File: src/rtl/dip_pkg.sv
package dip_pkg;
  parameter int REG_W = 4;
  parameter int LAT_W = 3;
  localparam int NREG = 1 << REG_W;

  typedef enum logic [1:0] {
    CL_ALU = 2'd0,
    CL_MUL = 2'd1,
    CL_LD  = 2'd2,
    CL_ST  = 2'd3
  } cls_e;

  // most significant field first
  typedef struct packed {
    logic             late;
    logic [LAT_W-1:0] lat;
    logic             wr;
    logic [REG_W-1:0] dst;
    logic             useb;
    logic [REG_W-1:0] srcb;
    logic             usea;
    logic [REG_W-1:0] srca;
    cls_e             cls;
  } ins_t;

  localparam int INS_W = $bits(ins_t);

  // v[0] marks slot 0, v[1] marks slot 1
  typedef struct packed {
    logic [1:0] v;
    ins_t       i1;
    ins_t       i0;
  } grp_t;

  function automatic logic is_mem(ins_t x);
    return x.cls == CL_LD || x.cls == CL_ST;
  endfunction
endpackage

File: src/rtl/dip_scoreboard.sv
module dip_scoreboard
  import dip_pkg::*;
(
  input  logic             clk,
  input  logic             rst_n,
  input  logic             clr,
  input  logic             we0,
  input  logic [REG_W-1:0] wd0,
  input  logic [LAT_W-1:0] wl0,
  input  logic             we1,
  input  logic [REG_W-1:0] wd1,
  input  logic [LAT_W-1:0] wl1,
  output logic [LAT_W-1:0] cnt_o [NREG]
);
  // cnt_o[r] = cycles before a normal reader of r may issue
  for (genvar r = 0; r < NREG; r++) begin : g_reg
    logic [LAT_W-1:0] cnt_q;
    logic hit0, hit1;
    assign hit0 = we0 && (wd0 == REG_W'(r));
    assign hit1 = we1 && (wd1 == REG_W'(r));

    always_ff @(posedge clk) begin
      if (!rst_n)         cnt_q <= '0;
      else if (clr)       cnt_q <= '0;
      else if (hit0)      cnt_q <= wl0 - LAT_W'(1);
      else if (hit1)      cnt_q <= wl1 - LAT_W'(1);
      else if (cnt_q != 0) cnt_q <= cnt_q - LAT_W'(1);
    end
    assign cnt_o[r] = cnt_q;

    AST_SB_CLEARED: assert property (@(posedge clk) disable iff (!rst_n)
      clr |=> cnt_q == '0);
    AST_SB_NO_DOUBLE_WRITE: assert property (@(posedge clk) disable iff (!rst_n)
      !(hit0 && hit1));
  end
endmodule

File: src/rtl/dip_pair_check.sv
module dip_pair_check
  import dip_pkg::*;
(
  input  logic             clk,
  input  logic             rst_n,
  input  logic [1:0]       cv,
  input  ins_t             c0,
  input  ins_t             c1,
  input  logic             block,
  input  logic [LAT_W-1:0] cnt_i [NREG],
  output logic             iss0,
  output logic             iss1,
  output logic             pipe0,
  output logic             pipe1
);
  function automatic logic rd_ok(logic used, logic [LAT_W-1:0] c, logic late);
    return !used || c == '0 || (late && c == LAT_W'(1));
  endfunction

  function automatic logic waw_ok(logic wr, logic [LAT_W-1:0] c, logic [LAT_W-1:0] lat);
    return !wr || c < lat;
  endfunction

  logic ok0, fwd_ok, dep_a, dep_b, a_ok, b_ok, cls_ok, same_dst;

  always_comb begin
    ok0 = cv[0] && !block
          && rd_ok(c0.usea, cnt_i[c0.srca], c0.late)
          && rd_ok(c0.useb, cnt_i[c0.srcb], c0.late)
          && waw_ok(c0.wr, cnt_i[c0.dst], c0.lat);
    fwd_ok   = (c0.cls == CL_ALU) && (c0.lat == LAT_W'(1)) && c1.late;
    dep_a    = c1.usea && c0.wr && (c1.srca == c0.dst);
    dep_b    = c1.useb && c0.wr && (c1.srcb == c0.dst);
    a_ok     = dep_a ? fwd_ok : rd_ok(c1.usea, cnt_i[c1.srca], c1.late);
    b_ok     = dep_b ? fwd_ok : rd_ok(c1.useb, cnt_i[c1.srcb], c1.late);
    cls_ok   = !(c0.cls == CL_MUL && c1.cls == CL_MUL) && !(is_mem(c0) && is_mem(c1));
    same_dst = c0.wr && c1.wr && (c0.dst == c1.dst);
    iss0  = ok0;
    iss1  = ok0 && cv[1] && a_ok && b_ok && cls_ok && !same_dst
            && waw_ok(c1.wr, cnt_i[c1.dst], c1.lat);
    pipe0 = iss1 && (c1.cls == CL_MUL);
    pipe1 = iss1 && !pipe0;
  end

  AST_MUL_PIPE0_S0: assert property (@(posedge clk) disable iff (!rst_n)
    (iss0 && c0.cls == CL_MUL) |-> !pipe0);
  AST_MUL_PIPE0_S1: assert property (@(posedge clk) disable iff (!rst_n)
    (iss1 && c1.cls == CL_MUL) |-> !pipe1);
  AST_ONE_MEM: assert property (@(posedge clk) disable iff (!rst_n)
    iss1 |-> !(is_mem(c0) && is_mem(c1)));
  AST_DST_DISTINCT: assert property (@(posedge clk) disable iff (!rst_n)
    (iss1 && c0.wr && c1.wr) |-> c0.dst != c1.dst);
  AST_PIPES_SPLIT: assert property (@(posedge clk) disable iff (!rst_n)
    iss1 |-> pipe0 != pipe1);
  AST_SLOT1_WITH_SLOT0: assert property (@(posedge clk) disable iff (!rst_n)
    iss1 |-> iss0);
endmodule

File: src/rtl/dip_replay.sv
module dip_replay
  import dip_pkg::*;
#(
  parameter int PEN      = 9,
  parameter int MISS_DLY = 3
) (
  input  logic       clk,
  input  logic       rst_n,
  input  logic       mem_miss,
  input  logic       iss0,
  input  logic       iss1,
  input  ins_t       ii0,
  input  ins_t       ii1,
  output logic       pen_on,
  output logic       rp_any,
  output logic [1:0] rp_v,
  output ins_t       rp_i0,
  output ins_t       rp_i1
);
  localparam int PW = $clog2(PEN + 1);
  localparam int HW = (MISS_DLY > 1) ? $clog2(MISS_DLY) : 1;

  grp_t           hist [1:MISS_DLY];
  grp_t           rb   [MISS_DLY];
  logic [PW-1:0]  pen_q;
  grp_t           cur;
  logic [HW-1:0]  head;

  function automatic grp_t trim(grp_t g);
    grp_t t;
    t = g;
    if (g.v == 2'b11 && !is_mem(g.i0) && is_mem(g.i1)) begin
      t.v  = 2'b01;
      t.i0 = g.i1;
      t.i1 = '0;
    end
    return t;
  endfunction

  assign cur = '{v: {iss1, iss0}, i1: ii1, i0: ii0};

  // issue history, one group per cycle
  always_ff @(posedge clk) begin
    if (!rst_n) hist[1] <= '0;
    else        hist[1] <= cur;
  end
  for (genvar a = 2; a <= MISS_DLY; a++) begin : g_hist
    always_ff @(posedge clk) begin
      if (!rst_n) hist[a] <= '0;
      else        hist[a] <= hist[a-1];
    end
  end

  // oldest non-empty replay group
  always_comb begin
    head   = '0;
    rp_any = 1'b0;
    for (int i = MISS_DLY - 1; i >= 0; i--) begin
      if (rb[i].v != 2'b00) begin
        head   = HW'(i);
        rp_any = 1'b1;
      end
    end
    rp_v  = rb[head].v;
    rp_i0 = rb[head].i0;
    rp_i1 = rb[head].i1;
  end

  assign pen_on = pen_q != '0;

  always_ff @(posedge clk) begin
    if (!rst_n) begin
      pen_q <= '0;
      for (int i = 0; i < MISS_DLY; i++) rb[i] <= '0;
    end else if (mem_miss) begin
      pen_q <= PW'(PEN - 1);
      rb[0] <= trim(hist[MISS_DLY]);
      for (int i = 1; i < MISS_DLY; i++) rb[i] <= hist[MISS_DLY-i];
    end else if (pen_on) begin
      pen_q <= pen_q - PW'(1);
    end else if (rp_any && iss0) begin
      if (iss1 || !rb[head].v[1]) begin
        rb[head].v <= 2'b00;
      end else begin
        rb[head].v  <= 2'b01;
        rb[head].i0 <= rb[head].i1;
      end
    end
  end

  AST_MISS_WHEN_IDLE: assert property (@(posedge clk) disable iff (!rst_n)
    mem_miss |-> !pen_on && !rp_any);
  AST_MISS_HAS_MEM: assert property (@(posedge clk) disable iff (!rst_n)
    mem_miss |-> (hist[MISS_DLY].v[0] && is_mem(hist[MISS_DLY].i0))
              || (hist[MISS_DLY].v[1] && is_mem(hist[MISS_DLY].i1)));
  AST_PEN_COUNTS_DOWN: assert property (@(posedge clk) disable iff (!rst_n)
    (pen_on && !mem_miss) |=> pen_q == $past(pen_q) - PW'(1));
endmodule

File: src/rtl/dual_issue_sched.sv
module dual_issue_sched
  import dip_pkg::*;
#(
  parameter int PEN      = 9,
  parameter int MISS_DLY = 3
) (
  input  logic             clk,
  input  logic             rst_n,
  input  logic [1:0]       in_vld,
  output logic [1:0]       in_rdy,
  input  logic [INS_W-1:0] in_ins0,
  input  logic [INS_W-1:0] in_ins1,
  input  logic             mem_miss,
  output logic [1:0]       iss_vld,
  output logic [1:0]       iss_pipe,
  output logic [INS_W-1:0] iss_ins0,
  output logic [INS_W-1:0] iss_ins1
);
  ins_t             c0, c1, rp_i0, rp_i1;
  logic [1:0]       cv, rp_v;
  logic             pen_on, rp_any, block;
  logic             iss0, iss1, pipe0, pipe1;
  logic [LAT_W-1:0] cnt [NREG];

  // replayed work has priority over the queue
  always_comb begin
    if (rp_any) begin
      cv = rp_v;
      c0 = rp_i0;
      c1 = rp_i1;
    end else begin
      cv = in_vld;
      c0 = ins_t'(in_ins0);
      c1 = ins_t'(in_ins1);
    end
  end

  assign block = mem_miss || pen_on;

  dip_scoreboard u_sb (
    .clk   (clk),
    .rst_n (rst_n),
    .clr   (mem_miss),
    .we0   (iss0 && c0.wr),
    .wd0   (c0.dst),
    .wl0   (c0.lat),
    .we1   (iss1 && c1.wr),
    .wd1   (c1.dst),
    .wl1   (c1.lat),
    .cnt_o (cnt)
  );

  dip_pair_check u_pair (
    .clk   (clk),
    .rst_n (rst_n),
    .cv    (cv),
    .c0    (c0),
    .c1    (c1),
    .block (block),
    .cnt_i (cnt),
    .iss0  (iss0),
    .iss1  (iss1),
    .pipe0 (pipe0),
    .pipe1 (pipe1)
  );

  dip_replay #(.PEN(PEN), .MISS_DLY(MISS_DLY)) u_rp (
    .clk      (clk),
    .rst_n    (rst_n),
    .mem_miss (mem_miss),
    .iss0     (iss0),
    .iss1     (iss1),
    .ii0      (c0),
    .ii1      (c1),
    .pen_on   (pen_on),
    .rp_any   (rp_any),
    .rp_v     (rp_v),
    .rp_i0    (rp_i0),
    .rp_i1    (rp_i1)
  );

  assign iss_vld  = {iss1, iss0};
  assign iss_pipe = {pipe1, pipe0};
  assign iss_ins0 = c0;
  assign iss_ins1 = c1;
  assign in_rdy   = rp_any ? 2'b00 : {iss1, iss0};

  AST_SRC_READY: assert property (@(posedge clk) disable iff (!rst_n)
    (iss0 && c0.usea && !c0.late) |-> cnt[c0.srca] == '0);
  AST_LATE_READY: assert property (@(posedge clk) disable iff (!rst_n)
    (iss0 && c0.usea && c0.late) |-> cnt[c0.srca] <= LAT_W'(1));
  AST_WAW_ORDER: assert property (@(posedge clk) disable iff (!rst_n)
    (iss0 && c0.wr) |-> cnt[c0.dst] < c0.lat);
  AST_MISS_QUIET: assert property (@(posedge clk) disable iff (!rst_n)
    block |-> iss_vld == 2'b00 && in_rdy == 2'b00);
  AST_QUEUE_HELD: assert property (@(posedge clk) disable iff (!rst_n)
    rp_any |-> in_rdy == 2'b00);
  AST_SLOT1_PAIRED: assert property (@(posedge clk) disable iff (!rst_n)
    in_rdy[1] |-> in_rdy[0]);
endmodule

File: config.mk
export PLATFORM = sky130hd
export DESIGN_NAME = dual_issue_sched
export DESIGN_NICKNAME = d
export VERILOG_FILES = /design/src/rtl/dip_pkg.sv /design/src/rtl/dip_scoreboard.sv /design/src/rtl/dip_pair_check.sv /design/src/rtl/dip_replay.sv /design/src/rtl/dual_issue_sched.sv
export SDC_FILE = /design/constraint.sdc
export NUM_CORES = 1
export LEC_CHECK = 0
export BUFFER_PORTS_ARGS = -buffer_cell sky130_fd_sc_hd__buf_2
export CAP_MARGIN = 20
export CORE_MARGIN = 10
export CORE_UTILIZATION = 50
export CTS_CLUSTER_SIZE = 16
export DETAILED_ROUTE_END_ITERATION = 8
export PLACE_DENSITY = 0.76
export SLEW_MARGIN = 5
export SYNTH_ARGS = -nofsm -noshare
export SYNTH_HDL_FRONTEND = slang
export SYNTH_SLANG_ARGS = --single-unit
File: constraint.sdc
create_clock -name clk -period 16.1 [get_ports clk]
set_clock_uncertainty 0.05 [all_clocks]
set_input_delay 3.22 -clock clk [delete_from_list [all_inputs] [get_ports clk]]
set_output_delay 3.22 -clock clk [all_outputs]
set_load 0.01 [all_outputs]
# Word level (Yosys, flattened, before mapping)
# Memories as Yosys holds them, arrays and structs flattened.
# Cells that the tools add are included.
# totals
ff_bits,52
ram_bits,264
input_bits,47
elab_cells,359
memories,2
# op_classes
addsub,19
magnitude_cmp,8
n_eq_ne,49
n_mux,110
n_bitwise,14
reduce_logical,139
# memory_table
name,depth,width,read_ports,rd_clocked_by_memory_dff,wr,line_no,rtl
u_rp.hist,3,44,3,0,3,dip_replay.sv:23,grp_t hist [1:MISS_DLY];
u_rp.rb,3,44,4,0,3,dip_replay.sv:24,grp_t rb [MISS_DLY];
# op_table
operator,count
$mux 44,10
$mux 3,61
$reduce_bool 3->1,32
$bmux 3 s4,6
$eq 4x4->1 const B,16
$logic_and 1x1->1,64
$sub 3x1->3 const B,18
$reduce_or 44->1,1
$mux 21,2
$eq 4x3->1 const B,8
$ge 5x5->1 const B,6
$not 4->5,6
$mux 1,22
$eq 2x2->1 const B,9
$eq 4x2->1 const B,4
$logic_or 1x1->1,16
$eq 3x1->1 const B,5
$mux 2,7
$logic_not 1->1,13
$eq 4x4->1,3
$logic_not 3->1,4
$eq 4x1->1 const B,2
$logic_not 4->1,2
$mux 4,2
9 further kinds,20

# Depth between registers and ports, before layout
# An unclocked memory read counts as a cell.
# depth
ltp_word,33
mapped_depth,25
mapped_depth_nobuf,19

# Hierarchy
# A second synthesis with hierarchy kept.
# hier_totals
cells_unflattened,1503
hier_area_um2,16819.9
# by_module_without_submodules
mod,n_inst,cells_per_inst,area_per_inst_um2,seq_area_each_um2
dip_replay,1,773,10069.7,6656.4
dip_scoreboard,1,445,3711.1,960.9
dip_pair_check,1,227,2275.9,0.0
dual_issue_sched,1,58,763.2,0.0

# Least setup slack after synthesis
# OpenSTA, ideal clock, no wires.
# synth_path
path_kind,in2out
start,in in_ins0[12]
end,out iss_pipe[1]
arrival_time_ns,6.842
required_ns,12.830
slack_ns,5.988
stages,21
n_path_buf,6
cell_sequence,mux2i_1 a21o_2 inv_2 buf_2 buf_1 clkbuf_1 o211ai_1 a311oi_1 a31oi_1 ha_1 a21oi_1 nand2_1 o41ai_1 a2bb2oi_1 nand3_2 inv_1 buf_4 buf_4 nand3_1 nor2b_1 buf_4
# synth_between
elab_chain_len,17
elab_cells_between_ends,26
cone_classes,1 x order compare; 3 x eq/ne; 6 x mux; 1 x bitwise; 15 x reduce/logical
# synth_lines
element,line_no,rtl
"start, declared",dual_issue_sched.sv:11,"input logic [INS_W-1:0] in_ins0,"
$mux 21 *,dual_issue_sched.sv:27,if (rp_any) begin
named net iss_ins0[12],dual_issue_sched.sv:16,"output logic [INS_W-1:0] iss_ins0,"
$not 4->5 (not written as such),dip_pair_check.sv:30,"&& waw_ok(c0.wr, cnt_i[c0.dst], c0.lat);"
$bmux 3 s4,dip_pair_check.sv:30,
$mux 3 (not written as such) (2 in a row),dip_pair_check.sv:30,
$lt 3x3->1,dip_pair_check.sv:21,return !wr || c < lat;
$logic_or 1x1->1,dip_pair_check.sv:21,
$logic_and 1x1->1,dip_pair_check.sv:30,
$logic_and 1x1->1 (4 in a row),dip_pair_check.sv:39,iss1 = ok0 && cv[1] && a_ok && b_ok && cls_ok && !same_dst
$logic_and 1x1->1 *,dip_pair_check.sv:39,
$logic_and 1x1->1 *,dip_pair_check.sv:40,"&& waw_ok(c1.wr, cnt_i[c1.dst], c1.lat);"
$logic_and 1x1->1,dip_pair_check.sv:41,pipe0 = iss1 && (c1.cls == CL_MUL);
$logic_not 1->1,dip_pair_check.sv:42,pipe1 = iss1 && !pipe0;
$logic_and 1x1->1 *,dip_pair_check.sv:42,
"end, declared",dual_issue_sched.sv:15,"output logic [1:0] iss_pipe,"
# Mark *: on every way through the listed nets, which the timed path passes. The rest lies on a longest branch. The select of a mux whose other input is x is not followed.

# Worst setup path after layout
# layout_path
start,in in_ins1[13]
end,out iss_pipe[1]
# layout_between
elab_chain_len,11
elab_cells_between_ends,15
cone_classes,1 x order compare; 1 x eq/ne; 4 x mux; 1 x bitwise; 8 x reduce/logical
# layout_lines
element,line_no,rtl
"start, declared",dual_issue_sched.sv:12,"input logic [INS_W-1:0] in_ins1,"
$mux 21 *,dual_issue_sched.sv:27,
$not 4->5 (not written as such),dip_pair_check.sv:40,
$bmux 3 s4,dip_pair_check.sv:40,
$mux 3 (not written as such) (2 in a row),dip_pair_check.sv:40,
$lt 3x3->1,dip_pair_check.sv:21,
$logic_or 1x1->1,dip_pair_check.sv:21,
$logic_and 1x1->1 *,dip_pair_check.sv:40,
$logic_and 1x1->1,dip_pair_check.sv:41,
$logic_not 1->1,dip_pair_check.sv:42,
$logic_and 1x1->1 *,dip_pair_check.sv:42,
# Every way passes the cells marked *; elsewhere a longest branch is shown, timed or not. The select of a mux whose other input is x is not followed.

==> impl_results.md <==
- R2R Path End: u_rp.rb[0][16]$_DFFE_PP_
- P&R area growth vs syn: 10.1%
- CTS Sinks: 316
- Full die area: 45,000 um2
- GRT Total Usage: 0.309
- Vias: 17,287
- Max IR drop VDD: 0.0889 mV
- Yosys warnings: 0
- Final slew viol count: 0
- Ant diodes: 0
- Setup crit start kind: input pin
- Hold Path Sink: u_rp.hist[0][166]$_SDFF_PN0_
- Highest cell delay on the worst timing path: 0.60 ns
- Critical hold path startpoint: u_rp.hist[0][122]$_SDFF_PN0_
- Levels on crit path: 19
- Top area cells in the synthesized netlist: edfxtp_1 (21%), dfxtp_1 (20%), mux2i_1 (7.6%), nand2_1 (3.9%), and2_1 (3.8%)
- RR Startpoint: u_rp.rb[2][42]$_DFFE_PP_
- Post-synth top cells: nand2_1 (194), dfxtp_1 (187), nor2_1 (178)
- Final hold slack: 0.398 ns
- Min Tclk post-route: 11.51 ns
- Drt via density: 6.74
- Count leader, synth: nand2_1
- Worst slew margin: 0.114
- Largest buffer count on any clock path: 3
- Crit-path max FO: 38
- Final HPWL DP: 49,300 um
- Crit path cell chain: buf_2 -> nor3b_1 -> o21ai_0 -> and2_1 -> inv_1 -> and3_1 -> a311oi_1 -> a311oi_1 -> a31oi_1 -> ha_1 -> a21oi_1 -> nand2_1 -> o41ai_1 -> nand4_1 -> nor2_2 -> buf_4 -> nand3_1 -> nor2b_1 -> buf_2
- Post-synth top area share: 0.210
- Yosys cell types: 89
- Port buffer count: 94
- P_leak: 8.49 nW
- Drt drc: 0
- First-pass GRT wire length: 105,000 um
- # IOs: 95
- Worst-path cell with the longest stage delay: nor3b_1
- Async SR Flop Fraction: 0
- Syn Inst Count: 2,066
- Syn Nets: 2,154
- Hold path depth: 1
- Flop-to-flop setup slack: 8.13 ns
- Hold-fix buffers at CTS: 0
- Seq/Total Area, Yosys: 0.412
- Die H: 212 um
- Post-synth top flop: dfxtp_1
- Crit Path Class: in -> out
- Root buffer cell: clkbuf_16
- Worst Path Buf+Inv: 4
- Number of global-route vias before repair: 16,422
- Initial Util: 0.506
- Core Region: 36,500 um2
- Avg Cell Area, Syn: 8.94 um2
- Final setup fails: 0
- TNS Setup: 0 ns
- Routed length per instance: 27.7 um
- NumNets Final: 2,158
- CP endpoint kind: output port
- Mapped Area: 18,500 um2
- Final hold vios: 0
- Filler Cell Count: 3,222
- Die width: 212 um
- Initial drt markers: 2,500
- Min-delay worst type: reg -> reg
- CP top delay family: simple AND/OR/NAND/NOR gates
- H-tree depth: 2
- Worst Path Arrival: 8.24 ns
- Gr ovfl total: 0
- RSZ-0062 raised after global routing: false
- Layout cells sized above 1: 0.131
- R2R cell count: 21
- Remaining antenna violation count after routing: 0
- First-pass DRT Iterations: 6
- Pin count of the biggest net entering global routing: 105
- Synth area leader: edfxtp_1
- Slew @ Worst Pin: 1.33 ns
- Final WL: 71,100 um
- Number of synthesized register bits: 316
- Initial antenna violation count: 0
- Clock latency at the later pin of the worst-skew pair: 0.56 ns
- Pwr dens: 106 nW/um2
- Std-Cell Rows: 70
- Post-synth EDFFs: 129
- Max frequency: 0.0868 GHz
- CTS clock-pin slew for the worst setup and hold paths: 0.06 ns
- Post-CTS Setup Inserts: 0
- Post_cts resized: 0
- Tcrit/Tclk final: 0.715
- Final GP Congestion: 0.986
- TritonCTS clock tree: built
- Max-cap violations: 0
- Status: complete, no violations
- Crit path required time: 12.83 ns
- TritonCTS Buffers: 35
==> per-stage QoR <==
stage	area, um2	setup slack [ns]	power [mW]	cells	utilization
after floorplan	18500	5.99	1.16	2066	-
after global placement	19100	4.85	1.29	2499	0.523
after detailed placement	19100	4.75	1.30	2500	0.523
after CTS	20300	4.72	2.13	2564	0.556
after global routing	20300	4.15	2.21	2565	0.557
final	20300	4.59	2.15	2565	0.557
==> cell type report <==
| cell class | count | area (um2) | area share |
|---|---|---|---|
| clock buffers | 44 | 930 | 0.0457 |
| repair buffers | 134 | 791 | 0.0389 |
| multi-input cells | 1490 | 9790 | 0.481 |
| inverters | 93 | 357 | 0.0175 |
| clock inverters | 20 | 264 | 0.0130 |
| flip-flops and latches | 316 | 7620 | 0.375 |
| well taps | 468 | 586 | 0.0288 |
==> worst max path at each step <==
stage	start	end	slack, ns
final	in_ins1[13]	iss_pipe[1]	4.59
after global routing	in_ins1[13]	iss_pipe[1]	4.15
after CTS	in_ins1[13]	iss_pipe[1]	4.72
after detailed placement	in_ins1[13]	iss_pipe[1]	4.75
after global placement	in_ins1[13]	iss_pipe[1]	4.85
after floorplan	in_ins0[12]	iss_pipe[1]	5.99
==> placed cells by master (no fill, tap or decap), drive strengths merged, types with 42 or more instances in the layout <==
cell | Yosys | final
a21oi | 104 | 104
and2 | 113 | 113
and3 | 87 | 87
buf | 61 | 134
clkbuf | 106 | 44
dfxtp | 187 | 187
edfxtp | 129 | 129
inv | 90 | 91
mux2i | 141 | 141
nand2 | 194 | 194
nand4 | 42 | 42
nor2 | 180 | 180
o21ai | 101 | 101
==> layer usage <==
metal  track usage  vias up  wire (um)
met2         0.462     1238      30900
met4         0.148        0       3340
met3        0.0699      199       8770
met1         0.415     8378      28100
li1              -     7472          -
met5             0        -          0
==> state kept, by name (all words and copies together), names as in the netlist <==
register      count
u_sb.g.cnt_q     48
u_rp.hist       132
u_rp.rb         132
u_rp.pen_q        4
==> cell families (layout without fill, tap and decap cells) <==
group           after synthesis  count (layout)  share of synthesized area
buf+inv                     260             291                     0.0596
xor+xnor                     36              36                     0.0171
mux                         173             173                     0.0984
flops                       316             316                      0.412
simple gates                769             769                      0.212
fa+ha+maj                    41              41                     0.0278
compound gates              471             471                      0.173
==> report_power, final <==
| group | internal, mW | leakage (nW) | switching [mW] | total [mW] |
|---|---|---|---|---|
| clock network | 0.495 | 0.584 | 0.349 | 0.844 |
| registers | 0.874 | 2.96 | 0.0333 | 0.907 |
| logic | 0.121 | 4.95 | 0.274 | 0.395 |
| total | 1.49 | 8.49 | 0.656 | 2.15 |
No activity file was read; power rests on OpenSTA's default activity.
